`config.mk`:
```
export PLATFORM = sky130hd
export DESIGN_NAME = lmem_chunk_loader
export DESIGN_NICKNAME = d
export VERILOG_FILES = /design/src/rtl/lcl_pkg.sv /design/src/rtl/lcl_regs.sv /design/src/rtl/lcl_xfer_seq.sv /design/src/rtl/lcl_wr_steer.sv /design/src/rtl/lmem_chunk_loader.sv
export SDC_FILE = /design/constraint.sdc
export NUM_CORES = 1
export LEC_CHECK = 0
export BUFFER_PORTS_ARGS = -buffer_cell sky130_fd_sc_hd__buf_2
export CAP_MARGIN = 20
export CORE_UTILIZATION = 56
export CTS_CLUSTER_DIAMETER = 50
export DETAILED_ROUTE_END_ITERATION = 8
export PLACE_DENSITY = 0.84
export SLEW_MARGIN = 20
export SYNTH_ARGS = -nofsm -noshare
export SYNTH_HDL_FRONTEND = slang
export SYNTH_SLANG_ARGS = --single-unit
```
`constraint.sdc`:
```
create_clock -name clk -period 4.05 [get_ports clk]
set_input_delay 0.6075 -clock clk [delete_from_list [all_inputs] [get_ports clk]]
set_output_delay 0.6075 -clock clk [all_outputs]
set_load 0.02 [all_outputs]
```
`src/rtl/lcl_pkg.sv`:
```
package lcl_pkg;

  localparam logic [15:0] OFS_CTRL = 16'h110C;
  localparam logic [15:0] OFS_BASE = 16'h1110;
  localparam logic [15:0] OFS_LOFF = 16'h1114;
  localparam logic [15:0] OFS_CMD  = 16'h1118;
  localparam logic [15:0] OFS_EOFF = 16'h111C;

  localparam int CMD_IDLE_BIT = 1;
  localparam int CMD_TGT_BIT  = 4;
  localparam int CMD_SZ_LSB   = 8;
  localparam int CMD_SZ_W     = 3;

  localparam logic [31:0] CTRL_SCRUB_MASK = 32'h0000_0006;

  typedef enum logic [1:0] {
    SEQ_IDLE  = 2'd0,
    SEQ_FETCH = 2'd1,
    SEQ_DRAIN = 2'd2
  } seq_state_e;

  // External byte address of word idx of a chunk.
  function automatic logic [31:0] ext_word_addr(input logic [31:0] base,
                                                input logic [31:0] eoff,
                                                input logic [31:0] idx,
                                                input int          shift);
    return (base << shift) + eoff + (idx << 2);
  endfunction

  // Local word address of word idx; the offset drops to a chunk boundary.
  function automatic logic [31:0] chunk_word(input logic [31:0] loff,
                                             input logic [31:0] idx,
                                             input int          words);
    logic [31:0] keep;
    keep = ~(32'(words) - 32'd1);
    return ((loff >> 2) & keep) + idx;
  endfunction

endpackage

```
`src/rtl/lcl_regs.sv`:
```
module lcl_regs
  import lcl_pkg::*;
#(
  parameter int REG_AW = 16
) (
  input  logic              clk,
  input  logic              rst_n,
  input  logic              reg_wr,
  input  logic [REG_AW-1:0] reg_addr,
  input  logic [31:0]       reg_wdata,
  input  logic              busy,
  output logic [31:0]       reg_rdata,
  output logic              start_pulse,
  output logic [31:0]       base_q,
  output logic [31:0]       loff_q,
  output logic [31:0]       eoff_q,
  output logic              tgt_imem_q
);

  logic [31:0]         ctrl_q;
  logic [CMD_SZ_W-1:0] size_q;
  logic                hit_ctrl, hit_base, hit_loff, hit_cmd, hit_eoff;

  assign hit_ctrl = (reg_addr == REG_AW'(OFS_CTRL));
  assign hit_base = (reg_addr == REG_AW'(OFS_BASE));
  assign hit_loff = (reg_addr == REG_AW'(OFS_LOFF));
  assign hit_cmd  = (reg_addr == REG_AW'(OFS_CMD));
  assign hit_eoff = (reg_addr == REG_AW'(OFS_EOFF));

  assign start_pulse = reg_wr && hit_cmd && !busy;

  always_ff @(posedge clk or negedge rst_n) begin
    if (!rst_n) begin
      ctrl_q     <= '0;
      base_q     <= '0;
      loff_q     <= '0;
      eoff_q     <= '0;
      tgt_imem_q <= 1'b0;
      size_q     <= '0;
    end else begin
      if (reg_wr && hit_ctrl) ctrl_q <= reg_wdata & ~CTRL_SCRUB_MASK;
      if (reg_wr && hit_base) base_q <= reg_wdata;
      if (reg_wr && hit_loff) loff_q <= reg_wdata;
      if (reg_wr && hit_eoff) eoff_q <= reg_wdata;
      if (start_pulse) begin
        tgt_imem_q <= reg_wdata[CMD_TGT_BIT];
        size_q     <= reg_wdata[CMD_SZ_LSB +: CMD_SZ_W];
      end
    end
  end

  always_comb begin
    reg_rdata = '0;
    if (hit_ctrl) reg_rdata = ctrl_q;
    if (hit_base) reg_rdata = base_q;
    if (hit_loff) reg_rdata = loff_q;
    if (hit_eoff) reg_rdata = eoff_q;
    if (hit_cmd) begin
      reg_rdata[CMD_IDLE_BIT]               = !busy;
      reg_rdata[CMD_TGT_BIT]                = tgt_imem_q;
      reg_rdata[CMD_SZ_LSB +: CMD_SZ_W]     = size_q;
    end
  end

endmodule

```
`src/rtl/lcl_xfer_seq.sv`:
```
module lcl_xfer_seq
  import lcl_pkg::*;
#(
  parameter int WORDS      = 64,
  parameter int BASE_SHIFT = 8
) (
  input  logic        clk,
  input  logic        rst_n,
  input  logic        start_pulse,
  input  logic [31:0] base_in,
  input  logic [31:0] eoff_in,
  input  logic [31:0] loff_in,
  input  logic        tgt_in,
  input  logic        ext_rd_ready,
  input  logic        wr_last,
  output logic        ext_rd_valid,
  output logic [31:0] ext_rd_addr,
  output logic        busy,
  output logic        beat_fire,
  output logic        beat_last,
  output logic        beat_tgt,
  output logic [31:0] beat_lword
);

  localparam int CW = (WORDS > 1) ? $clog2(WORDS) : 1;
  localparam logic [CW-1:0] LAST_IDX = CW'(WORDS - 1);

  seq_state_e  state_q;
  logic [CW-1:0] cnt_q;
  logic [31:0] base_c, eoff_c, loff_c;
  logic        tgt_c;

  assign busy         = (state_q != SEQ_IDLE);
  assign ext_rd_valid = (state_q == SEQ_FETCH);
  assign beat_fire    = ext_rd_valid && ext_rd_ready;
  assign beat_last    = beat_fire && (cnt_q == LAST_IDX);
  assign beat_tgt     = tgt_c;
  assign ext_rd_addr  = ext_word_addr(base_c, eoff_c, 32'(cnt_q), BASE_SHIFT);
  assign beat_lword   = chunk_word(loff_c, 32'(cnt_q), WORDS);

  always_ff @(posedge clk or negedge rst_n) begin
    if (!rst_n) begin
      state_q <= SEQ_IDLE;
      cnt_q   <= '0;
      base_c  <= '0;
      eoff_c  <= '0;
      loff_c  <= '0;
      tgt_c   <= 1'b0;
    end else begin
      case (state_q)
        SEQ_IDLE: begin
          if (start_pulse) begin
            base_c  <= base_in;
            eoff_c  <= eoff_in;
            loff_c  <= loff_in;
            tgt_c   <= tgt_in;
            cnt_q   <= '0;
            state_q <= SEQ_FETCH;
          end
        end
        SEQ_FETCH: begin
          if (beat_fire) begin
            cnt_q <= cnt_q + 1'b1;
            if (beat_last) state_q <= SEQ_DRAIN;
          end
        end
        SEQ_DRAIN: begin
          if (wr_last) state_q <= SEQ_IDLE;
        end
        default: state_q <= SEQ_IDLE;
      endcase
    end
  end

endmodule

```
`src/rtl/lcl_wr_steer.sv`:
```
module lcl_wr_steer #(
  parameter int IMEM_AW = 10,
  parameter int DMEM_AW = 10
) (
  input  logic               clk,
  input  logic               rst_n,
  input  logic               beat_fire,
  input  logic               beat_last,
  input  logic               beat_tgt,
  input  logic [31:0]        beat_lword,
  input  logic [31:0]        beat_data,
  output logic               wr_last,
  output logic               imem_we,
  output logic [IMEM_AW-1:0] imem_addr,
  output logic [31:0]        imem_wdata,
  output logic               dmem_we,
  output logic [DMEM_AW-1:0] dmem_addr,
  output logic [31:0]        dmem_wdata
);

  logic        wv_q, wl_q, wt_q;
  logic [31:0] wa_q, wd_q;

  always_ff @(posedge clk or negedge rst_n) begin
    if (!rst_n) begin
      wv_q <= 1'b0;
      wl_q <= 1'b0;
      wt_q <= 1'b0;
      wa_q <= '0;
      wd_q <= '0;
    end else begin
      wv_q <= beat_fire;
      wl_q <= beat_last;
      if (beat_fire) begin
        wt_q <= beat_tgt;
        wa_q <= beat_lword;
        wd_q <= beat_data;
      end
    end
  end

  assign wr_last    = wv_q && wl_q;
  assign imem_we    = wv_q && wt_q;
  assign dmem_we    = wv_q && !wt_q;
  assign imem_addr  = IMEM_AW'(wa_q);
  assign dmem_addr  = DMEM_AW'(wa_q);
  assign imem_wdata = wd_q;
  assign dmem_wdata = wd_q;

endmodule

```
`src/rtl/lmem_chunk_loader.sv`:
```
module lmem_chunk_loader #(
  parameter int CHUNK_BYTES = 256,
  parameter int IMEM_WORDS  = 1024,
  parameter int DMEM_WORDS  = 1024,
  parameter int REG_AW      = 16,
  localparam int WORDS      = CHUNK_BYTES / 4,
  localparam int BASE_SHIFT = $clog2(CHUNK_BYTES),
  localparam int IMEM_AW    = $clog2(IMEM_WORDS),
  localparam int DMEM_AW    = $clog2(DMEM_WORDS)
) (
  input  logic               clk,
  input  logic               rst_n,
  input  logic               reg_wr,
  input  logic [REG_AW-1:0]  reg_addr,
  input  logic [31:0]        reg_wdata,
  output logic [31:0]        reg_rdata,
  output logic               ext_rd_valid,
  output logic [31:0]        ext_rd_addr,
  input  logic               ext_rd_ready,
  input  logic [31:0]        ext_rd_data,
  output logic               imem_we,
  output logic [IMEM_AW-1:0] imem_addr,
  output logic [31:0]        imem_wdata,
  output logic               dmem_we,
  output logic [DMEM_AW-1:0] dmem_addr,
  output logic [31:0]        dmem_wdata
);

  logic        busy;
  logic        start_pulse;
  logic        beat_fire;
  logic        beat_last;
  logic        beat_tgt;
  logic        wr_last;
  logic [31:0] beat_lword;
  logic [31:0] base_q, loff_q, eoff_q;
  logic        tgt_imem_q;

  lcl_regs #(.REG_AW(REG_AW)) u_regs (
    .clk         (clk),
    .rst_n       (rst_n),
    .reg_wr      (reg_wr),
    .reg_addr    (reg_addr),
    .reg_wdata   (reg_wdata),
    .busy        (busy),
    .reg_rdata   (reg_rdata),
    .start_pulse (start_pulse),
    .base_q      (base_q),
    .loff_q      (loff_q),
    .eoff_q      (eoff_q),
    .tgt_imem_q  (tgt_imem_q)
  );

  lcl_xfer_seq #(.WORDS(WORDS), .BASE_SHIFT(BASE_SHIFT)) u_seq (
    .clk          (clk),
    .rst_n        (rst_n),
    .start_pulse  (start_pulse),
    .base_in      (base_q),
    .eoff_in      (eoff_q),
    .loff_in      (loff_q),
    .tgt_in       (reg_wdata[lcl_pkg::CMD_TGT_BIT]),
    .ext_rd_ready (ext_rd_ready),
    .wr_last      (wr_last),
    .ext_rd_valid (ext_rd_valid),
    .ext_rd_addr  (ext_rd_addr),
    .busy         (busy),
    .beat_fire    (beat_fire),
    .beat_last    (beat_last),
    .beat_tgt     (beat_tgt),
    .beat_lword   (beat_lword)
  );

  lcl_wr_steer #(.IMEM_AW(IMEM_AW), .DMEM_AW(DMEM_AW)) u_steer (
    .clk        (clk),
    .rst_n      (rst_n),
    .beat_fire  (beat_fire),
    .beat_last  (beat_last),
    .beat_tgt   (beat_tgt),
    .beat_lword (beat_lword),
    .beat_data  (ext_rd_data),
    .wr_last    (wr_last),
    .imem_we    (imem_we),
    .imem_addr  (imem_addr),
    .imem_wdata (imem_wdata),
    .dmem_we    (dmem_we),
    .dmem_addr  (dmem_addr),
    .dmem_wdata (dmem_wdata)
  );

  // The destination latched in u_regs only feeds readback; the sequencer
  // takes its own copy from the accepted command word.
  logic unused_tgt;
  assign unused_tgt = tgt_imem_q;

endmodule

```
==> flow_summary.json <==
{
  "synthesis.area_um2": 12000,
  "antenna_found_initial": 0,
  "whs_ns": 0.132,
  "critPathLaunch": "u_seq.cnt_q[0]$_DFFE_PN0P_",
  "tightest_slew_ns": 0.914,
  "setup_tns_ns": 0,
  "final_nets": 1478,
  "dp_slack_ns": 0.315,
  "synth.avg_cell_area_um2": 10.2,
  "antenna_left": 0,
  "wl_um": 30400,
  "period_needed_ns": 3.93,
  "violations": "design-rule violations",
  "design_area_um2": 14000,
  "die_area_um2": 22000,
  "ys_top_cells_by_count": "nand2_1, dfrtp_1, mux2_1, mux2_2, o21ai_0",
  "crit_path_end": "ext_rd_addr[30]",
  "setup.worst_path.class": "reg -> out",
  "clk_pin_slew_ns": 0.06,
  "placementRows": 53,
  "yosysUniqueCellTypes": 57,
  "peakVddDrop_mv": 0.330,
  "dpl_cell_area_um2": 13100,
  "maxSlewHeadroom_pct": 39.1,
  "wire_per_inst_um": 18.4,
  "insertion_delay_ns": 0.54,
  "multi_input_area_um2": 5280,
  "synth-seq-cells": 243,
  "die-height_um": 148,
  "io_buffers": 234,
  "critPathTopFamily": "compound AO/OA/AOI/OAI gates",
  "critPathBufInv": 2,
  "grt_usage_pct": 27.4,
  "area_growth_pct": 17.0,
  "seqCellArea_um2": 6080,
  "root_buffer": "clkbuf_16",
  "r2r_cells": 5,
  "die_w_um": 148,
  "hold_class": "in -> async",
  "start_util_pct": 57.1,
  "drv_slew": 0,
  "drt_pre_antenna_iters": 7,
  "hold_violations": 0,
  "worstPathMaxFanout": 3,
  "maxCapViolCount": 0,
  "fill_cells": 1568,
  "place_hpwl_um": 21200,
  "required_ns": 3.44,
  "ys_async_sr_fraction_pct": 100,
  "arrival_ns": 3.32,
  "grt_pass1_wl_um": 47600,
  "cts_tree": "yes",
  "setup_violations": 0,
  "ys_top_cells_by_area": "dfrtp_1, nand2_1, mux2_1",
  "post-synth-top-count-cell": "nand2_1",
  "post_synth_inst_count": 1178,
  "synth_edf_count": 0,
  "cts_hold_buf": 0,
  "cts_buffer_depth": 3,
  "startpoint_type": "flop",
  "drc_errors": 1,
  "layout-drive-gt1-share_pct": 27.0,
  "ys.flop_type": "dfrtp_1",
  "skew_ns": 0.0201,
  "placed_cells": 1605,
  "max_freq_mhz": 254,
  "rsz0062_at_grt": "no",
  "cellLeakagePower_nw": 7.98,
  "r2r_start": "u_seq.state_q[1]$_DFFE_PN0P_",
  "cp_slowest_stage_delay_ns": 0.38,
  "status": "finished with violations",
  "cp-end-kind": "primary output",
  "r2r-end": "u_seq.eoff_c[29]$_DFFE_PN0P_",
  "place.gp.congestion": 0.893,
  "fin_cells": 1656,
  "n_antenna_cell": 0,
  "viasPerCell": 5.70,
  "cts.sinks": 243,
  "ys_warn_count": 0,
  "cp_slowest_cell": "dfrtp_2",
  "yosysSeqAreaShare_pct": 50.7,
  "ff2ff_setup_slack_ns": 1.98,
  "io_pins": 235,
  "crit_chain": "ha_2 > inv_1 > fa_2 > and2b_1 > o2111ai_2 > a211oi_2 > a21o_1 > a21oi_2 > o311ai_2 > xor2_1 > buf_4",
  "vias": 9435,
  "layout_setup_ws_ns": 0.118,
  "grt_max_degree": 124,
  "power_mw": 4.95,
  "cts_htree_levels": 1,
  "cts-buffers-inserted": 28,
  "final_util_pct": 66.7,
  "synth_top_area_cell": "dfrtp_1",
  "synth.net_count": 1293,
  "min_period_over_period_pct": 97.1,
  "crit_cells": 11,
  "drt-initial-drc-count": 628,
  "coreArea_um2": 21000,
  "grt-ovfl-total": 0,
  "powerDensity_nw_per_um2": 353,
  "grt_pass1_vias": 9209,
  "synth_top_area_share_pct": 50.7
}
[logic make-up (layout without fill, tap and decap cells)]
family | after synthesis | count (layout) | share of synthesized area [%]
xor gates and xnor gates | 30 | 30 | 2.19
adders and majority gates | 31 | 31 | 3.30
muxes | 158 | 158 | 14.5
DFF | 243 | 243 | 50.7
AOI/OAI and AO/OA | 161 | 161 | 8.53
and+or+nand+nor | 440 | 440 | 15.2
buffers and inverters | 115 | 318 | 5.56
[layout make-up]
type	count	area share [%]
repair buffers	257	9.85
inverters	13	0.348
clock buffers	38	5.48
clock inverters	10	0.856
multi-input cells	820	37.7
well taps	275	2.45
flip-flops and latches	243	43.4
[worst min-delay path by stage]
stage	from	slack (ns)	cells after the start	endpoint
after floorplan	rst_n	0.31	0	u_regs.base_q[0]$_DFFE_PN0P_
after global placement	u_regs.size_q[0]$_DFFE_PN0P_	0.45	2	u_regs.size_q[0]$_DFFE_PN0P_
after detailed placement	u_regs.size_q[1]$_DFFE_PN0P_	0.46	2	u_regs.size_q[1]$_DFFE_PN0P_
after CTS	rst_n	0.18	1	u_steer.dmem_wdata[25]$_DFFE_PN0P_
after global routing	rst_n	0.20	1	u_steer.dmem_wdata[25]$_DFFE_PN0P_
final	rst_n	0.13	1	u_steer.dmem_wdata[25]$_DFFE_PN0P_
[metal layers]
metal | vias up | wire, µm | part of all wire, % | global-route usage (%)
met4 | 0 | 618 | 2.0 | 7.27
li1 | 4332 | - | - | -
met2 | 414 | 15100 | 50 | 47.5
met3 | 51 | 2190 | 7.2 | 4.48
met5 | - | 0 | 0 | 0
met1 | 4638 | 12500 | 41 | 35.8
[state kept, by name (all words and copies together) (netlist names), 4 cells and up]
register / flops
u_seq.cnt_q: 6
u_steer.dmem_wdata: 32
u_seq.base_c: 24
u_regs.ctrl_q: 30
u_steer.wa_q: 10
u_regs.eoff_q: 32
u_regs.base_q: 32
u_regs.loff_q: 32
u_seq.loff_c: 4
u_seq.eoff_c: 32
[power by group]
group | total, mW | internal [mW] | switching, mW
Clock | 2.39 | 1.40 | 0.989
Sequential | 2.43 | 2.43 | 0.000312
Combinational | 0.129 | 0.0425 | 0.0863
[layout by cell type, fill, tap and decap left out, types with 13 or more instances in the layout]
cell,synthesis,final
buf_4,45,22
nand2_1,363,363
ha_1,30,29
a22oi_1,26,26
mux2_2,55,55
a21o_1,16,16
xnor2_1,18,18
mux2i_1,32,32
clkbuf_16,0,28
nor2_1,24,23
buf_2,17,232
inv_1,13,13
dfrtp_1,243,242
a21oi_1,29,28
o21ai_0,53,53
mux2_1,71,71
[repair_timing]
action	in CTS	in global routing
gates resized for setup	6	4
setup buffers	0	3
pin swaps	4	5
endpoints found under the setup margin	3	4
No activity file was read; power rests on OpenSTA's default activity.
